## config.mk

```make
export PLATFORM = sky130hd
export DESIGN_NAME = iq_top
export DESIGN_NICKNAME = d
export VERILOG_FILES = /design/src/rtl/iq_pkg.sv /design/src/rtl/iq_scoreboard.sv /design/src/rtl/iq_pick.sv /design/src/rtl/iq_merge.sv /design/src/rtl/iq_top.sv
export SDC_FILE = /design/constraint.sdc
export NUM_CORES = 2
export LEC_CHECK = 0
export BUFFER_PORTS_ARGS = -buffer_cell sky130_fd_sc_hd__buf_2
export CAP_MARGIN = 25
export CORE_MARGIN = 4
export CORE_UTILIZATION = 48
export DETAILED_ROUTE_END_ITERATION = 6
export GPL_TIMING_DRIVEN = 0
export PLACE_DENSITY = 0.66
export SYNTH_ARGS = -nofsm -noshare
export SYNTH_HDL_FRONTEND = slang
export SYNTH_SLANG_ARGS = --single-unit
```

## constraint.sdc

```tcl
create_clock -name clk -period 72.5 [get_ports clk]
set_clock_uncertainty 0.05 [all_clocks]
set_input_delay 7.25 -clock clk [delete_from_list [all_inputs] [get_ports clk]]
set_output_delay 7.25 -clock clk [all_outputs]
set_load 0.03 [all_outputs]
```

## src/rtl/iq_pkg.sv

```systemverilog
`timescale 1ns/1ps
// Shared constants, class codes and entry layout for the issue queue.
// Assumes sequence numbers never wrap while in flight.
package iq_pkg;
    localparam int N_ENT  = 16;
    localparam int N_PREG = 64;
    localparam int SEQ_W  = 8;
    localparam int N_CLS  = 5;
    localparam int ISS_W  = 3;
    localparam int CW_MAX = 2;
    localparam int PREG_W = $clog2(N_PREG);
    localparam int IDX_W  = $clog2(N_ENT);
    localparam int CNT_W  = $clog2(N_ENT + 1);
    localparam int CLS_W  = 3;

    typedef enum logic [CLS_W-1:0] {
        C_INT  = 3'd0,
        C_FP   = 3'd1,
        C_BR   = 3'd2,
        C_MEM  = 3'd3,
        C_MISC = 3'd4
    } iq_cls_e;

    // Per-class issue limit per cycle.
    function automatic int cls_width(input int c);
        return (c == 0) ? 2 : 1;
    endfunction

    typedef struct packed {
        logic              vld;
        logic [SEQ_W-1:0]  seq;
        logic [CLS_W-1:0]  cls;
        logic [PREG_W-1:0] s0;
        logic [PREG_W-1:0] s1;
        logic              r0;
        logic              r1;
        logic              nonspec;
        logic              rel;
    } iq_ent_t;
endpackage

```

## src/rtl/iq_scoreboard.sv

```systemverilog
`timescale 1ns/1ps
// Register-ready scoreboard. One bit per physical register: set on a
// result broadcast, cleared when a new producer enters the queue (the
// clear wins if both hit the same register). Lookups see a broadcast of
// the same cycle through a bypass.
module iq_scoreboard #(
    parameter int NREG = 64,
    parameter int RW   = $clog2(NREG)
) (
    input  logic          clk,
    input  logic          rst_n,
    input  logic          wk_vld,
    input  logic [RW-1:0] wk_reg,
    input  logic          clr_vld,
    input  logic [RW-1:0] clr_reg,
    input  logic [RW-1:0] q0,
    input  logic [RW-1:0] q1,
    output logic          rdy0,
    output logic          rdy1
);
    logic [NREG-1:0] rdy;

    // Ready-bit update: broadcast sets, producer allocation clears.
    always_ff @(posedge clk) begin
        if (!rst_n) begin
            rdy <= '1;
        end else begin
            if (wk_vld)  rdy[wk_reg]  <= 1'b1;
            if (clr_vld) rdy[clr_reg] <= 1'b0;
        end
    end

    // Source lookup with same-cycle broadcast bypass.
    always_comb begin
        rdy0 = rdy[q0] | (wk_vld && (wk_reg == q0));
        rdy1 = rdy[q1] | (wk_vld && (wk_reg == q1));
    end
endmodule

```

## src/rtl/iq_pick.sv

```systemverilog
`timescale 1ns/1ps
// Oldest-first picker for one class. Returns up to WIDTH eligible
// entries, smallest sequence number in lane 0. Lanes at or above WIDTH
// stay idle. Assumes sequence numbers are unique.
module iq_pick #(
    parameter int N     = 16,
    parameter int SW    = 8,
    parameter int WIDTH = 1,
    parameter int LANES = 2,
    parameter int IW    = $clog2(N)
) (
    input  logic [N-1:0]                elig,
    input  logic [N-1:0][SW-1:0]        seqs,
    output logic [LANES-1:0]            pv,
    output logic [LANES-1:0][IW-1:0]    pidx
);
    logic [N-1:0]  taken;
    logic          found;
    logic [IW-1:0] bi;
    logic [SW-1:0] bs;

    // Repeated minimum search, excluding entries already chosen.
    always_comb begin
        taken = '0;
        pv    = '0;
        pidx  = '0;
        found = 1'b0;
        bi    = '0;
        bs    = '0;
        for (int k = 0; k < LANES; k++) begin
            found = 1'b0;
            bi    = '0;
            bs    = '0;
            if (k < WIDTH) begin
                for (int i = 0; i < N; i++) begin
                    if (elig[i] && !taken[i] && (!found || seqs[i] < bs)) begin
                        found = 1'b1;
                        bi    = IW'(i);
                        bs    = seqs[i];
                    end
                end
            end
            pv[k]   = found;
            pidx[k] = bi;
            if (found) taken[bi] = 1'b1;
        end
    end
endmodule

```

## src/rtl/iq_merge.sv

```systemverilog
`timescale 1ns/1ps
// Merges per-class picks onto the issue slots under the total cap.
// Classes are granted in index order, lanes in age order; slots fill
// from 0 without gaps. Also returns a mask of entries that leave.
module iq_merge #(
    parameter int N     = 16,
    parameter int NC    = 5,
    parameter int LANES = 2,
    parameter int SLOTS = 3,
    parameter int IW    = $clog2(N)
) (
    input  logic [NC-1:0][LANES-1:0]          pv,
    input  logic [NC-1:0][LANES-1:0][IW-1:0]  pidx,
    output logic [SLOTS-1:0]                  sv,
    output logic [SLOTS-1:0][IW-1:0]          sidx,
    output logic [N-1:0]                      gone
);
    // Walk classes in priority order and hand out slots until full.
    always_comb begin
        int slot;
        slot = 0;
        sv   = '0;
        sidx = '0;
        gone = '0;
        for (int c = 0; c < NC; c++) begin
            for (int k = 0; k < LANES; k++) begin
                if (pv[c][k] && slot < SLOTS) begin
                    sv[slot]         = 1'b1;
                    sidx[slot]       = pidx[c][k];
                    gone[pidx[c][k]] = 1'b1;
                    slot             = slot + 1;
                end
            end
        end
    end
endmodule

```

## src/rtl/iq_top.sv

```systemverilog
`timescale 1ns/1ps
// Issue queue top. Stores entries, tracks operand readiness via the
// scoreboard and broadcasts, holds non-speculative entries until commit
// releases them, drops younger entries on squash, and issues oldest
// ready entries per class under per-class and total limits.
// Assumes dispatch obeys full and sequence numbers increase without wrap.
module iq_top
    import iq_pkg::*;
(
    input  logic                     clk,
    input  logic                     rst_n,
    input  logic                     disp_valid,
    input  logic [SEQ_W-1:0]         disp_seq,
    input  logic [CLS_W-1:0]         disp_cls,
    input  logic [PREG_W-1:0]        disp_src0,
    input  logic [PREG_W-1:0]        disp_src1,
    input  logic                     disp_has_dst,
    input  logic [PREG_W-1:0]        disp_dst,
    input  logic                     disp_nonspec,
    input  logic                     wake_valid,
    input  logic [PREG_W-1:0]        wake_reg,
    input  logic                     commit_valid,
    input  logic [SEQ_W-1:0]         commit_seq,
    input  logic                     squash_valid,
    input  logic [SEQ_W-1:0]         squash_seq,
    output logic [CNT_W-1:0]         free_cnt,
    output logic                     full,
    output logic [ISS_W-1:0]         iss_valid,
    output logic [ISS_W*SEQ_W-1:0]   iss_seq,
    output logic [ISS_W*CLS_W-1:0]   iss_cls
);
    iq_ent_t                           ent [N_ENT];
    logic [N_ENT-1:0]                  elig;
    logic [N_CLS-1:0][N_ENT-1:0]       elig_c;
    logic [N_ENT-1:0][SEQ_W-1:0]       seqv;
    logic [N_CLS-1:0][CW_MAX-1:0]      pv;
    logic [N_CLS-1:0][CW_MAX-1:0][IDX_W-1:0] pidx;
    logic [ISS_W-1:0]                  sv;
    logic [ISS_W-1:0][IDX_W-1:0]       sidx;
    logic [N_ENT-1:0]                  gone;
    logic [CNT_W-1:0]                  occ;
    logic [IDX_W-1:0]                  alloc_idx;
    logic                              disp_ok;
    logic                              sr0, sr1;

    assign disp_ok = disp_valid && !full && !squash_valid;

    iq_scoreboard #(.NREG(N_PREG), .RW(PREG_W)) u_sb (
        .clk     (clk),
        .rst_n   (rst_n),
        .wk_vld  (wake_valid),
        .wk_reg  (wake_reg),
        .clr_vld (disp_ok && disp_has_dst),
        .clr_reg (disp_dst),
        .q0      (disp_src0),
        .q1      (disp_src1),
        .rdy0    (sr0),
        .rdy1    (sr1)
    );

    // Eligibility: valid, both operands ready, released if held, not squashed now.
    always_comb begin
        for (int i = 0; i < N_ENT; i++) begin
            seqv[i] = ent[i].seq;
            elig[i] = ent[i].vld && ent[i].r0 && ent[i].r1 &&
                      (!ent[i].nonspec || ent[i].rel) &&
                      !(squash_valid && (ent[i].seq > squash_seq));
            for (int c = 0; c < N_CLS; c++)
                elig_c[c][i] = elig[i] && (ent[i].cls == CLS_W'(c));
        end
    end

    for (genvar c = 0; c < N_CLS; c++) begin : g_cls
        iq_pick #(
            .N(N_ENT), .SW(SEQ_W), .WIDTH(cls_width(c)), .LANES(CW_MAX), .IW(IDX_W)
        ) u_pick (
            .elig (elig_c[c]),
            .seqs (seqv),
            .pv   (pv[c]),
            .pidx (pidx[c])
        );
    end

    iq_merge #(
        .N(N_ENT), .NC(N_CLS), .LANES(CW_MAX), .SLOTS(ISS_W), .IW(IDX_W)
    ) u_merge (
        .pv   (pv),
        .pidx (pidx),
        .sv   (sv),
        .sidx (sidx),
        .gone (gone)
    );

    // Drive issue slots from the chosen entries.
    always_comb begin
        iss_valid = sv;
        iss_seq   = '0;
        iss_cls   = '0;
        for (int s = 0; s < ISS_W; s++) begin
            if (sv[s]) begin
                iss_seq[s*SEQ_W +: SEQ_W] = ent[sidx[s]].seq;
                iss_cls[s*CLS_W +: CLS_W] = ent[sidx[s]].cls;
            end
        end
    end

    // Occupancy count and lowest free slot for allocation.
    always_comb begin
        occ       = '0;
        alloc_idx = '0;
        for (int i = N_ENT - 1; i >= 0; i--) begin
            occ = occ + CNT_W'(ent[i].vld);
            if (!ent[i].vld) alloc_idx = IDX_W'(i);
        end
        free_cnt = CNT_W'(N_ENT) - occ;
        full     = (occ == CNT_W'(N_ENT));
    end

    // Entry state: issue removal, squash, wakeup, commit release, allocation.
    always_ff @(posedge clk) begin
        if (!rst_n) begin
            for (int i = 0; i < N_ENT; i++) ent[i] <= '0;
        end else begin
            for (int i = 0; i < N_ENT; i++) begin
                if (gone[i]) begin
                    ent[i].vld <= 1'b0;
                end else if (squash_valid && ent[i].vld && (ent[i].seq > squash_seq)) begin
                    ent[i].vld <= 1'b0;
                end else if (ent[i].vld) begin
                    if (wake_valid && (ent[i].s0 == wake_reg)) ent[i].r0 <= 1'b1;
                    if (wake_valid && (ent[i].s1 == wake_reg)) ent[i].r1 <= 1'b1;
                    if (commit_valid && ent[i].nonspec && (ent[i].seq == commit_seq))
                        ent[i].rel <= 1'b1;
                end
                if (disp_ok && (alloc_idx == IDX_W'(i))) begin
                    ent[i].vld     <= 1'b1;
                    ent[i].seq     <= disp_seq;
                    ent[i].cls     <= disp_cls;
                    ent[i].s0      <= disp_src0;
                    ent[i].s1      <= disp_src1;
                    ent[i].r0      <= sr0;
                    ent[i].r1      <= sr1;
                    ent[i].nonspec <= disp_nonspec;
                    ent[i].rel     <= 1'b0;
                end
            end
        end
    end
endmodule

```

==> results.md <==
- Post-synthesis sequential area ratio: 23.7%
- Final Worst Setup Slack: 0.763 ns
- Die Wd: approximately 370 µm
- Total of max-cap violations: 0
- Routed vias/inst: 6.94
- Fin util: 57.1%
- Clock power frac: 29.9%
- Post-synth top area share: 21.7%
- Multiplexer area fraction after synthesis: 7.80%
- R2r worst-path depth: 326
- Hpwl dp: approximately 270000 µm
- Worst path depth: ~320
- Place WS: -15.27 ns
- Critical Path RT: 65.20 ns
- CTS Root Cell: clkbuf_16
- Sequential Power Share: 34.8%
- Total Neg Setup Slack: 0 ns
- Antenna viol nets, final: 0
- DIE AREA: between 100000 and 150000 µm²
- Complex-gate fraction of the synthesized area: between 20% and 30%
- Setup crit end: iss_seq[10]
- Dominant cell type by area after synthesis: edfxtp_1
- Adder-Cell Fraction of Synth Area: 15.7%
- GPL Wtd Cong: 1.11
- Tcrit/Tclk final: 98.9%
- Yosys warns: 0
- Sw Ratio: 39.8%
- Synth Instances: 7662
- Die Height: 368 µm
- Cell Int Power: 634 µW
- EDFF count, synth: 448
- Clock tree from TritonCTS: yes
- Leakage: 28.9 nW
- Global-route wire length before repair: 460000 µm
- Initial antenna violation count: 29
- WL/cell: around 34 µm
- Reg-to-reg critical path endpoint: ent[11][3]
- Residual DRC: 1
- Most common cell after layout, fill and taps aside: nor2_1
- Final-report max-slew violation count: 0
- Clk pin slew, worst setup/hold paths: 0.07 ns
- Worst Setup Start Kind: primary input
- Area after DPL: around 65000 µm²
- Post-Layout Inst Area: 73100 µm²
- Core Rows: 131
- Tmin final: 71.74 ns
- Crit path DAT: around 64 ns
- Vias: approximately 70000
- Multi-input gate area: about 46000 µm²
- Synth async-reset ratio: 0%
- Final nets: 8978
- Gr usage total: 47.3%
- Syn Area/Cell: 8.10 µm²
- Routed wire length: 340000 µm
- FF/Latch Area: 14700 µm²
- Failing checks: DRC
- Layout area overhead: 17.8%
- R2R setup slack: roughly 14 ns
- Synth Area in Simple Gates: 19.0%
- CP Class: in -> out
- Fill count: 11800
- Crit path top cell by count: a21o_1
- Hold Crit Depth: 2
- Layout cell share with drive strength beyond 1: around 16%
- Top post-synthesis cells by area: edfxtp_1, ha_1, a21oi_1, nor2_1, o21ai_0
- Buf/Inv on CP: 58
- Status: complete, but fails checks
- Crit-path leading delay family: compound AO/OA/AOI/OAI gates
- Clock Tree Buf Depth: 3
- Max FO, Critical Path: 8
- Slew headroom: 17.7%
- Slowest CP cell: a222oi_1
- Core area: 128000 µm²
- Maximum number of pins on one net before global-route repair: 29
- Flops & latches, synth: about 510
- H-tree depth: 2
- P_sw: around 420 µW
- Distinct cells, synth: between 100 and 150
- Worst-Margin Slew: 1.24 ns
- Type of destination of the critical path: output port
- Hold Fails Final Rpt: 0
- Fmax: 13.9 MHz
- Worst min path class: reg -> reg
- Number of global-route vias before repair: 61830
- Initial DRC Count: between 10000 and 15000
- CP peak stage delay: 0.67 ns
- Most frequent cells in the layout: nor2_1, ha_1, nand2_1
- Synth Flop Type: edfxtp_1
- Top Ports: 101
- RSZ-0062 raised after global routing: true
- Final setup viols: 0
- Remaining Overflow, GRT: 0
- R2r startpoint: ent[0][19]
- PortBufs: 77
- Combinational power share: 35.4%
- Drt pass-1 iters: 7
- Power Density: ~14 nW/µm²
- CTS Buf Count: 60
- Starting Density: around half
- Crit path from: squash_seq[6]
- # clock sinks: 512
- Worst VDD drop: ~0.047 mV
- Mapped cell area: 62100 µm²
- Xor/xnor cell area share of the yosys netlist: 4.85%
- Clock latency on the worst-skew pair: about 0.74 ns
- Largest family of logic cells by synthesized area: compound AO/OA/AOI/OAI gates
cell families (layout without fill, tap and decap cells):
logic type	count (synthesis)	after routing
AOI/OAI and AO/OA	2148	2149
muxes	393	393
adders and majority gates	773	773
and+or+nand+nor	2487	2488
other	1	30
buffers and inverters	1005	1548
xor gates and xnor gates	343	343
DFF	512	512
cells in the mapped netlist (all sizes together), types with 25 or more instances:
cell type / count
nor2: 851
ha: 749
a21oi: 670
nand2: 641
inv: 558
o21ai: 533
edfxtp: 448
clkbuf: 333
mux2i: 234
a21o: 204
xnor2: 181
nand3: 162
xor2: 162
nand4: 154
a211oi: 112
nor3: 110
buf: 105
mux2: 98
nor2b: 92
o21a: 80
and2: 79
nand2b: 75
nor4: 67
dfxtp: 64
mux4: 61
a31oi: 58
o211ai: 52
or2: 50
and3: 45
nand3b: 37
o21bai: 31
o2111ai: 30
o22ai: 26
or3: 26
a211o: 25
o211a: 25
worst reg2reg max path, delay by kind of cell (launching register included):
family / cells / cell delay, ns
adders and majority gates: 30 / 8.18
muxes: 12 / 3.31
and+or+nand+nor: 80 / 9.78
AOI/OAI and AO/OA: 138 / 27.19
DFF: 1 / 0.38
buffers and inverters: 66 / 8.77
through the flow:
stage / hold slack, ns / std cells / power [mW]
3_3_place_gp: 0.459 / 9469 / 0.689
3_5_place_dp: 0.478 / 9515 / 0.698
6_report: 0.490 / 9965 / 1.05
5_1_grt: 0.517 / 9941 / 1.08
4_1_cts: 0.490 / 9771 / 1.02
2_1_floorplan: 0.442 / 7663 / 0.566
power groups by stage:
stage               combinational (mW)  clock, mW  sequential [mW]
finish                           0.372      0.314            0.366
global route                     0.388      0.327            0.365
floorplan                        0.211          0            0.354
detailed placement               0.329          0            0.369
CTS                              0.341      0.313            0.363
global placement                 0.320          0            0.369
flip-flops by register name (all words and copies together) (netlist names):
| register | flops |
|---|---|
| ent | 448 |
| u_sb.rdy | 64 |
per-layer routing:
metal / global-route usage (%) / wire (µm) / vias to the layer above
met5: 0.321 / 188 / -
met2: 66.6 / 136000 / 5601
met4: 29.6 / 25600 / 20
met3: 16.8 / 49400 / 1249
li1: - / - / 29023
met1: 61.4 / 128000 / 33240
worst min-delay path by stage:
stage | from | end | slack (ns)
after global placement | u_sb.rdy[50] | u_sb.rdy[50] | 0.46
after detailed placement | u_sb.rdy[42] | u_sb.rdy[42] | 0.48
after global routing | u_sb.rdy[57] | u_sb.rdy[57] | 0.52
after CTS | u_sb.rdy[56] | u_sb.rdy[56] | 0.49
after floorplan | u_sb.rdy[26] | u_sb.rdy[26] | 0.44
final | u_sb.rdy[56] | u_sb.rdy[56] | 0.49
area by class of cell:
cell class	count	share of cell area, %
Clock buffer	68	2.09
Buffer	435	3.11
Clock inverter	43	0.638
Timing Repair Buffer	437	5.23
Multi-Input combinational cell	6148	62.7
Antenna cell	28	0.0958
Sequential cell	512	20.1
Tap cell	1729	2.96
Inverter	565	2.99
timing repair:
item,4_1_cts,5_1_grt
hold endpoints to repair,0,0
pin swaps,100,213
resized for setup,362,345
hold buffers,0,0
gates cloned,4,13
setup buffers,143,143
endpoints found under the setup margin,105,11
(Power assumes the default switching activity.)
